`config.mk`:
```
export PLATFORM = sky130hd
export DESIGN_NAME = qdiv_q88
export DESIGN_NICKNAME = d
export VERILOG_FILES = /design/src/rtl/qdiv_pkg.sv /design/src/rtl/qdiv_seq.sv /design/src/rtl/qdiv_addsub.sv /design/src/rtl/qdiv_dp.sv /design/src/rtl/qdiv_q88.sv
export SDC_FILE = /design/constraint.sdc
export NUM_CORES = 1
export LEC_CHECK = 0
export ABC_AREA = 1
export BUFFER_PORTS_ARGS = -buffer_cell sky130_fd_sc_hd__clkbuf_2
export CORE_ASPECT_RATIO = 1.2
export CORE_UTILIZATION = 61
export CTS_CLUSTER_DIAMETER = 100
export DETAILED_ROUTE_END_ITERATION = 6
export PLACE_DENSITY = 0.8
export SYNTH_ARGS = -nofsm -noshare
export SYNTH_HDL_FRONTEND = slang
export SYNTH_HIERARCHICAL = 1
export SYNTH_SLANG_ARGS = --single-unit
```
`constraint.sdc`:
```
create_clock -name clk -period 4.4 [get_ports clk]
set_clock_uncertainty 0.2 [all_clocks]
set_input_delay 0 -clock clk [delete_from_list [all_inputs] [get_ports clk]]
set_output_delay 0 -clock clk [all_outputs]
set_load 0.01 [all_outputs]
```
`src/rtl/qdiv_pkg.sv`:
```
// Package: shared control-word type and table generator for the divider.
// Assumes: iteration count is positive; address 0 and every address past
// the last step map to the all-zero (hold) word.
package qdiv_pkg;

    typedef struct packed {
        logic ld;   // load operands, clear quotient
        logic sub;  // trial subtraction into remainder
        logic tst;  // restore on borrow, shift quotient bit in
        logic shd;  // shift divisor right by one
    } qdiv_cw_t;

    // Address of the final (hold) step for a given iteration count.
    function automatic int qdiv_last(input int iter);
        return 2 + 3 * iter;
    endfunction

    // Control word stored at a given table address.
    function automatic qdiv_cw_t qdiv_cw_at(input int addr, input int iter);
        qdiv_cw_t w;
        int       phase;
        w = '0;
        if (addr == 1) begin
            w.ld = 1'b1;
        end else if (addr >= 2 && addr < qdiv_last(iter)) begin
            phase = (addr - 2) % 3;
            case (phase)
                0:       w.sub = 1'b1;
                1:       w.tst = 1'b1;
                default: w.shd = 1'b1;
            endcase
        end
        return w;
    endfunction

endpackage

```
`src/rtl/qdiv_seq.sv`:
```
// Module: step counter plus control-word table.
// What it does: a start pulse clears the counter to 0; it then counts up
// to the last address and stays there. The table entry at the counter is
// the control word for the current cycle. ready is high on the last address.
// Assumes: ITER >= 1; reset parks the counter on the last (hold) address.
module qdiv_seq
    import qdiv_pkg::*;
#(
    parameter int ITER = 17
) (
    input  logic     clk,
    input  logic     rst_n,
    input  logic     start,
    output qdiv_cw_t cw,
    output logic     ready
);
    localparam int LAST  = qdiv_last(ITER);
    localparam int CNT_W = $clog2(LAST + 1);
    localparam int DEPTH = 1 << CNT_W;

    logic [CNT_W-1:0] cnt;
    qdiv_cw_t         rom [DEPTH];

    // Table of control words, computed at elaboration.
    for (genvar i = 0; i < DEPTH; i++) begin : g_rom
        assign rom[i] = qdiv_cw_at(i, ITER);
    end

    // Step counter: restart on start, advance until the hold address.
    always_ff @(posedge clk) begin
        if (!rst_n) begin
            cnt <= CNT_W'(LAST);
        end else if (start) begin
            cnt <= '0;
        end else if (cnt != CNT_W'(LAST)) begin
            cnt <= cnt + 1'b1;
        end
    end

    // Current control word and completion flag.
    always_comb begin
        cw    = rom[cnt];
        ready = (cnt == CNT_W'(LAST));
    end

endmodule

```
`src/rtl/qdiv_addsub.sv`:
```
// Module: W-bit adder/subtractor with borrow output.
// What it does: sum = a - b when sub is high, otherwise a + b; borrow is
// high when a subtraction goes below zero (no carry out of the top bit).
// Assumes: unsigned operands; borrow is meaningful only when sub is high.
module qdiv_addsub #(
    parameter int W = 32
) (
    input  logic [W-1:0] a,
    input  logic [W-1:0] b,
    input  logic         sub,
    output logic [W-1:0] sum,
    output logic         borrow
);
    logic [W:0] ext;

    // One carry chain serves both operations via operand inversion.
    always_comb begin
        ext    = {1'b0, a} + {1'b0, (sub ? ~b : b)} + {{W{1'b0}}, sub};
        sum    = ext[W-1:0];
        borrow = sub & ~ext[W];
    end

endmodule

```
`src/rtl/qdiv_dp.sv`:
```
// Module: remainder, divisor and quotient registers of the restoring divider.
// What it does: on a load word it pre-scales the operands; on subtract,
// test and shift words it performs one phase of a restoring iteration.
// Assumes: FRAC < DW; exactly one control field is set per cycle.
module qdiv_dp
    import qdiv_pkg::*;
#(
    parameter int DW   = 16,
    parameter int FRAC = 8
) (
    input  logic          clk,
    input  logic          rst_n,
    input  qdiv_cw_t      cw,
    input  logic [DW-1:0] dividend,
    input  logic [DW-1:0] divisor,
    output logic [DW-1:0] quotient
);
    localparam int RW = 2 * DW;

    logic [RW-1:0] rem;
    logic [RW-1:0] dvr;
    logic [DW-1:0] q;
    logic          neg;
    logic [RW-1:0] sum;
    logic          borrow;

    qdiv_addsub #(.W(RW)) u_as (
        .a      (rem),
        .b      (dvr),
        .sub    (cw.sub),
        .sum    (sum),
        .borrow (borrow)
    );

    // Register updates, one phase of the algorithm per control word.
    always_ff @(posedge clk) begin
        if (!rst_n) begin
            rem <= '0;
            dvr <= '0;
            q   <= '0;
            neg <= 1'b0;
        end else begin
            if (cw.ld) begin
                rem <= {{DW{1'b0}}, dividend} << FRAC;
                dvr <= {divisor, {DW{1'b0}}};
                q   <= '0;
                neg <= 1'b0;
            end
            if (cw.sub) begin
                rem <= sum;
                neg <= borrow;
            end
            if (cw.tst) begin
                if (neg) begin
                    rem <= sum;
                end
                q <= {q[DW-2:0], ~neg};
            end
            if (cw.shd) begin
                dvr <= dvr >> 1;
            end
        end
    end

    assign quotient = q;


    restore_chk: assert property (@(posedge clk) disable iff (!rst_n)
        (cw.tst && neg) |=> (rem == $past(rem, 2)));


    accept_chk: assert property (@(posedge clk) disable iff (!rst_n)
        (cw.tst && !neg) |=> (rem <= $past(rem, 2)));


    load_chk: assert property (@(posedge clk) disable iff (!rst_n)
        cw.ld |=> (q == '0 && dvr[DW-1:0] == '0));

endmodule

```
`src/rtl/qdiv_q88.sv`:
```
// Module: top of the sequential unsigned fixed-point divider.
// What it does: ties the step sequencer to the datapath; a start pulse
// begins a DW+1 iteration restoring division, ready marks a held result.
// Assumes: operands stable at the load step (second edge after start).
module qdiv_q88 #(
    parameter int DW   = 16,
    parameter int FRAC = 8
) (
    input  logic          clk,
    input  logic          rst_n,
    input  logic          start,
    input  logic [DW-1:0] dividend,
    input  logic [DW-1:0] divisor,
    output logic [DW-1:0] quotient,
    output logic          ready
);
    localparam int ITER = DW + 1;

    qdiv_pkg::qdiv_cw_t cw;

    qdiv_seq #(.ITER(ITER)) u_seq (
        .clk   (clk),
        .rst_n (rst_n),
        .start (start),
        .cw    (cw),
        .ready (ready)
    );

    qdiv_dp #(.DW(DW), .FRAC(FRAC)) u_dp (
        .clk      (clk),
        .rst_n    (rst_n),
        .cw       (cw),
        .dividend (dividend),
        .divisor  (divisor),
        .quotient (quotient)
    );


    reset_idle_chk: assert property (@(posedge clk)
        !rst_n |=> (ready && quotient == '0));


    start_busy_chk: assert property (@(posedge clk) disable iff (!rst_n)
        start |=> !ready);


    hold_result_chk: assert property (@(posedge clk) disable iff (!rst_n)
        (ready && !start) |=> (ready && $stable(quotient)));

endmodule

```
==> reports/metrics.cfg <==
[floorplanning]
die_y_um=116
die_w_um=97.0
rows=41
dieArea_um2=11200
coreArea_um2=10500
io_pins=52
initial_utilization_pct=62.8

[layout]
syn2layout_area_growth_pct=13.7
layout_common_cells=nand2_1 (350), inv_1 (118), nor2_1 (107)
design_area_um2=7510
n_antenna_cell=0
final_nets=1187
final_common_cell=nand2_1
layoutNonFillerInstCount=1249
drive_above_1_share_pct=13.3

[cts]
cts_root_buf=clkbuf_16
post_cts_buffers=0
cts_tree=yes
cts_max_level=3
clk_latency_ns=0.36
clk_pin_slew_ns=0.08
numCtsBuffers=9
clock-sinks=87
cts_buffer_depth=2

[timing]
setup_viol=0
fin_ws_ns=0.362
tns_ns=0
whs_ns=0.161
maxSlewViolCount=0
rsz0062_at_grt=false
slew_headroom_pct=44.7
fin_crit_ns=4.04
worstMarginPinSlew_ns=0.830
finalCritPeriodShare_pct=91.8
max_freq_ghz=0.248
hold_viol=0

[drt]
drt-pass1-iter-count=7
drc_errors=0
num_vias=6652
wl_per_cell_um=13.9
ant_nets=0
drt_iter0_markers=393
routed_wl_um=17400
routed_via_density=5.33

[hold_path]
min_path_cells=2
hp-class=input pin to flip-flop

[placed_design]
hpwl_um=12200
io_buffers=51
place_congestion=1.00
dpl.cell_count=1200
post-place-ws_ns=0.375
place_area_um2=6840

[power]
power_leakage_uw=0.00393
p_per_area_nw_per_um2=358
ir_drop_uv=215

[setup_path]
crit_top_cell=nand2_1
crit_path_end_kind=flip-flop
setup.worst_path.start_class=flip-flop
rr_worst_depth=23
critPathMaxFanout=21
critPathRequiredTime_ns=4.49
cp_slowest_cell=dfxtp_1
path_depth=23
crit_type=flip-flop to flip-flop
cp_cell_sequence=inv_1 > ha_1 > inv_1 > nand2_1 > nand2_2 > nand2_2 > nand2_1 > nand2_1 > nand2_1 > nand2_1 > nand2_8 > buf_12 > xor2_1 > ha_1 > a21oi_1 > nor2_1 > o21ai_0 > nand2_1 > a21oi_1 > nand3_1 > nand2_1 > nand2_2 > a21oi_2
slowest_delay_ns=0.43
arrival_ns=4.13
crit_family=simple AND/OR/NAND/NOR gates
path_buf_inv=3

[global_routing]
antenna_found_initial=0
grt_pass1_vias=6067
grt_first_pass_wirelength_um=28000
gr-total-overflow=0
grt_max_degree=39
track_usage_pct=31.2

[synthesis]
ys_seq_area_share_pct=26.4
synth-warning-count=6
post_synth_instance_area_um2=6600
syn_avg_cell_area_um2=6.29
synth_seq_cells=87
synth_cells=1049
synth_fp_nets=1121
synth.distinct_cells=38

[job]
cap_viol_max_count=0

[outcome]
outcome=completed

-- synthesized netlist by cell type, drive strengths merged --
| cell type | count | area share (%) |
|---|---|---|
| a211oi | 1 | 0.11 |
| o211ai | 1 | 0.11 |
| xnor2 | 3 | 0.40 |
| nand4 | 2 | 0.42 |
| inv | 127 | 7.4 |
| nor4 | 1 | 0.095 |
| clkbuf | 8 | 0.45 |
| and2 | 1 | 0.13 |
| o21ai | 34 | 2.6 |
| o21bai | 4 | 0.45 |
| clkinv | 1 | 0.076 |
| nor2 | 116 | 7.4 |
| fa | 1 | 0.30 |
| nor3 | 21 | 1.7 |
| buf | 27 | 3.2 |
| ha | 36 | 6.8 |
| xor2 | 47 | 6.2 |
| dfxtp | 87 | 26 |
| a21oi | 86 | 7.5 |
| nand2 | 384 | 23 |
| nand3 | 60 | 4.7 |
| nand3b | 1 | 0.11 |
-- worst register-to-register path, cell delays in order (launching register included) --
cell and delay [ns]:
dfxtp_1 0.43, inv_1 0.11, ha_1 0.32, inv_1 0.13, nand2_1 0.08, nand2_2 0.08, nand2_2 0.06, nand2_1 0.08
nand2_1 0.04, nand2_1 0.05, nand2_1 0.12, nand2_8 0.20, buf_12 0.23, xor2_1 0.29, ha_1 0.37, a21oi_1 0.24
nor2_1 0.08, o21ai_0 0.14, nand2_1 0.06, a21oi_1 0.24, nand3_1 0.11, nand2_1 0.11, nand2_2 0.06, a21oi_2 0.14
-- flip-flops by register name (all words and copies together) (netlist names) --
name	cells
u_dp/quotient	16
u_dp/neg	1
u_seq/cnt	6
u_dp/dvr	32
u_dp/rem	32
-- kinds of logic (layout without fill, tap and decap cells) --
family                   count (synthesis)  in the layout  synth area share [%]
adder cells (fa/ha/maj)                 37             37                  7.13
AO/OA/AOI/OAI                          126            126                  10.8
buffers and inverters                  163            234                  11.2
XOR/XNOR                                50             50                  6.63
flip-flops                              87             87                  26.4
AND/OR/NAND/NOR                        586            586                  37.9
-- stage by stage --
step / total power [uW] / utilization, %
after floorplan: 1640 / -
after global placement: 1810 / 65.1
after detailed placement: 1820 / 65.1
after CTS: 2670 / 71.3
after global routing: 2860 / 71.4
final: 2690 / 71.4
-- report_power, final --
group	switching (uW)	internal, uW
Clock	377	461
Combinational	604	334
Sequential	61.8	852
-- metal layers --
layer,global-route usage [%],routed length (um),share of wire [%],up-vias
li1,-,-,-,3402
met4,13.9,600,3.5,0
met3,4.64,951,5.5,48
met1,36.0,7270,42,2992
met5,0,0,0,-
met2,57.5,8540,49,210
-- cell type report --
class | instances | area [um^2]
Clock buffer | 9 | 225
Clock inverter | 7 | 97.6
Fill cell | 904 | 3010
Inverter | 128 | 497
Multi-Input combinational cell | 799 | 4140
Sequential cell | 87 | 1740
Tap cell | 129 | 161
Timing Repair Buffer | 90 | 643
-- final timing paths --
| check | from | endpoint | slack (ns) |
|---|---|---|---|
| min | rst_n | u_seq/cnt[2] | 0.16 |
| max | u_seq/cnt[0] | u_dp/rem[29] | 0.36 |
| max reg2reg | u_seq/cnt[0] | u_dp/rem[29] | 0.36 |
| min reg2reg | u_dp/quotient[15] | u_dp/quotient[15] | 0.27 |
-- what timing repair did --
action                                 in CTS  in global routing
setup endpoints to repair                   0                  6
resized for setup                           0                  2
endpoints found under the hold margin      38                  0
hold buffers                               33                  0
Power figures use the tool's default switching activity.
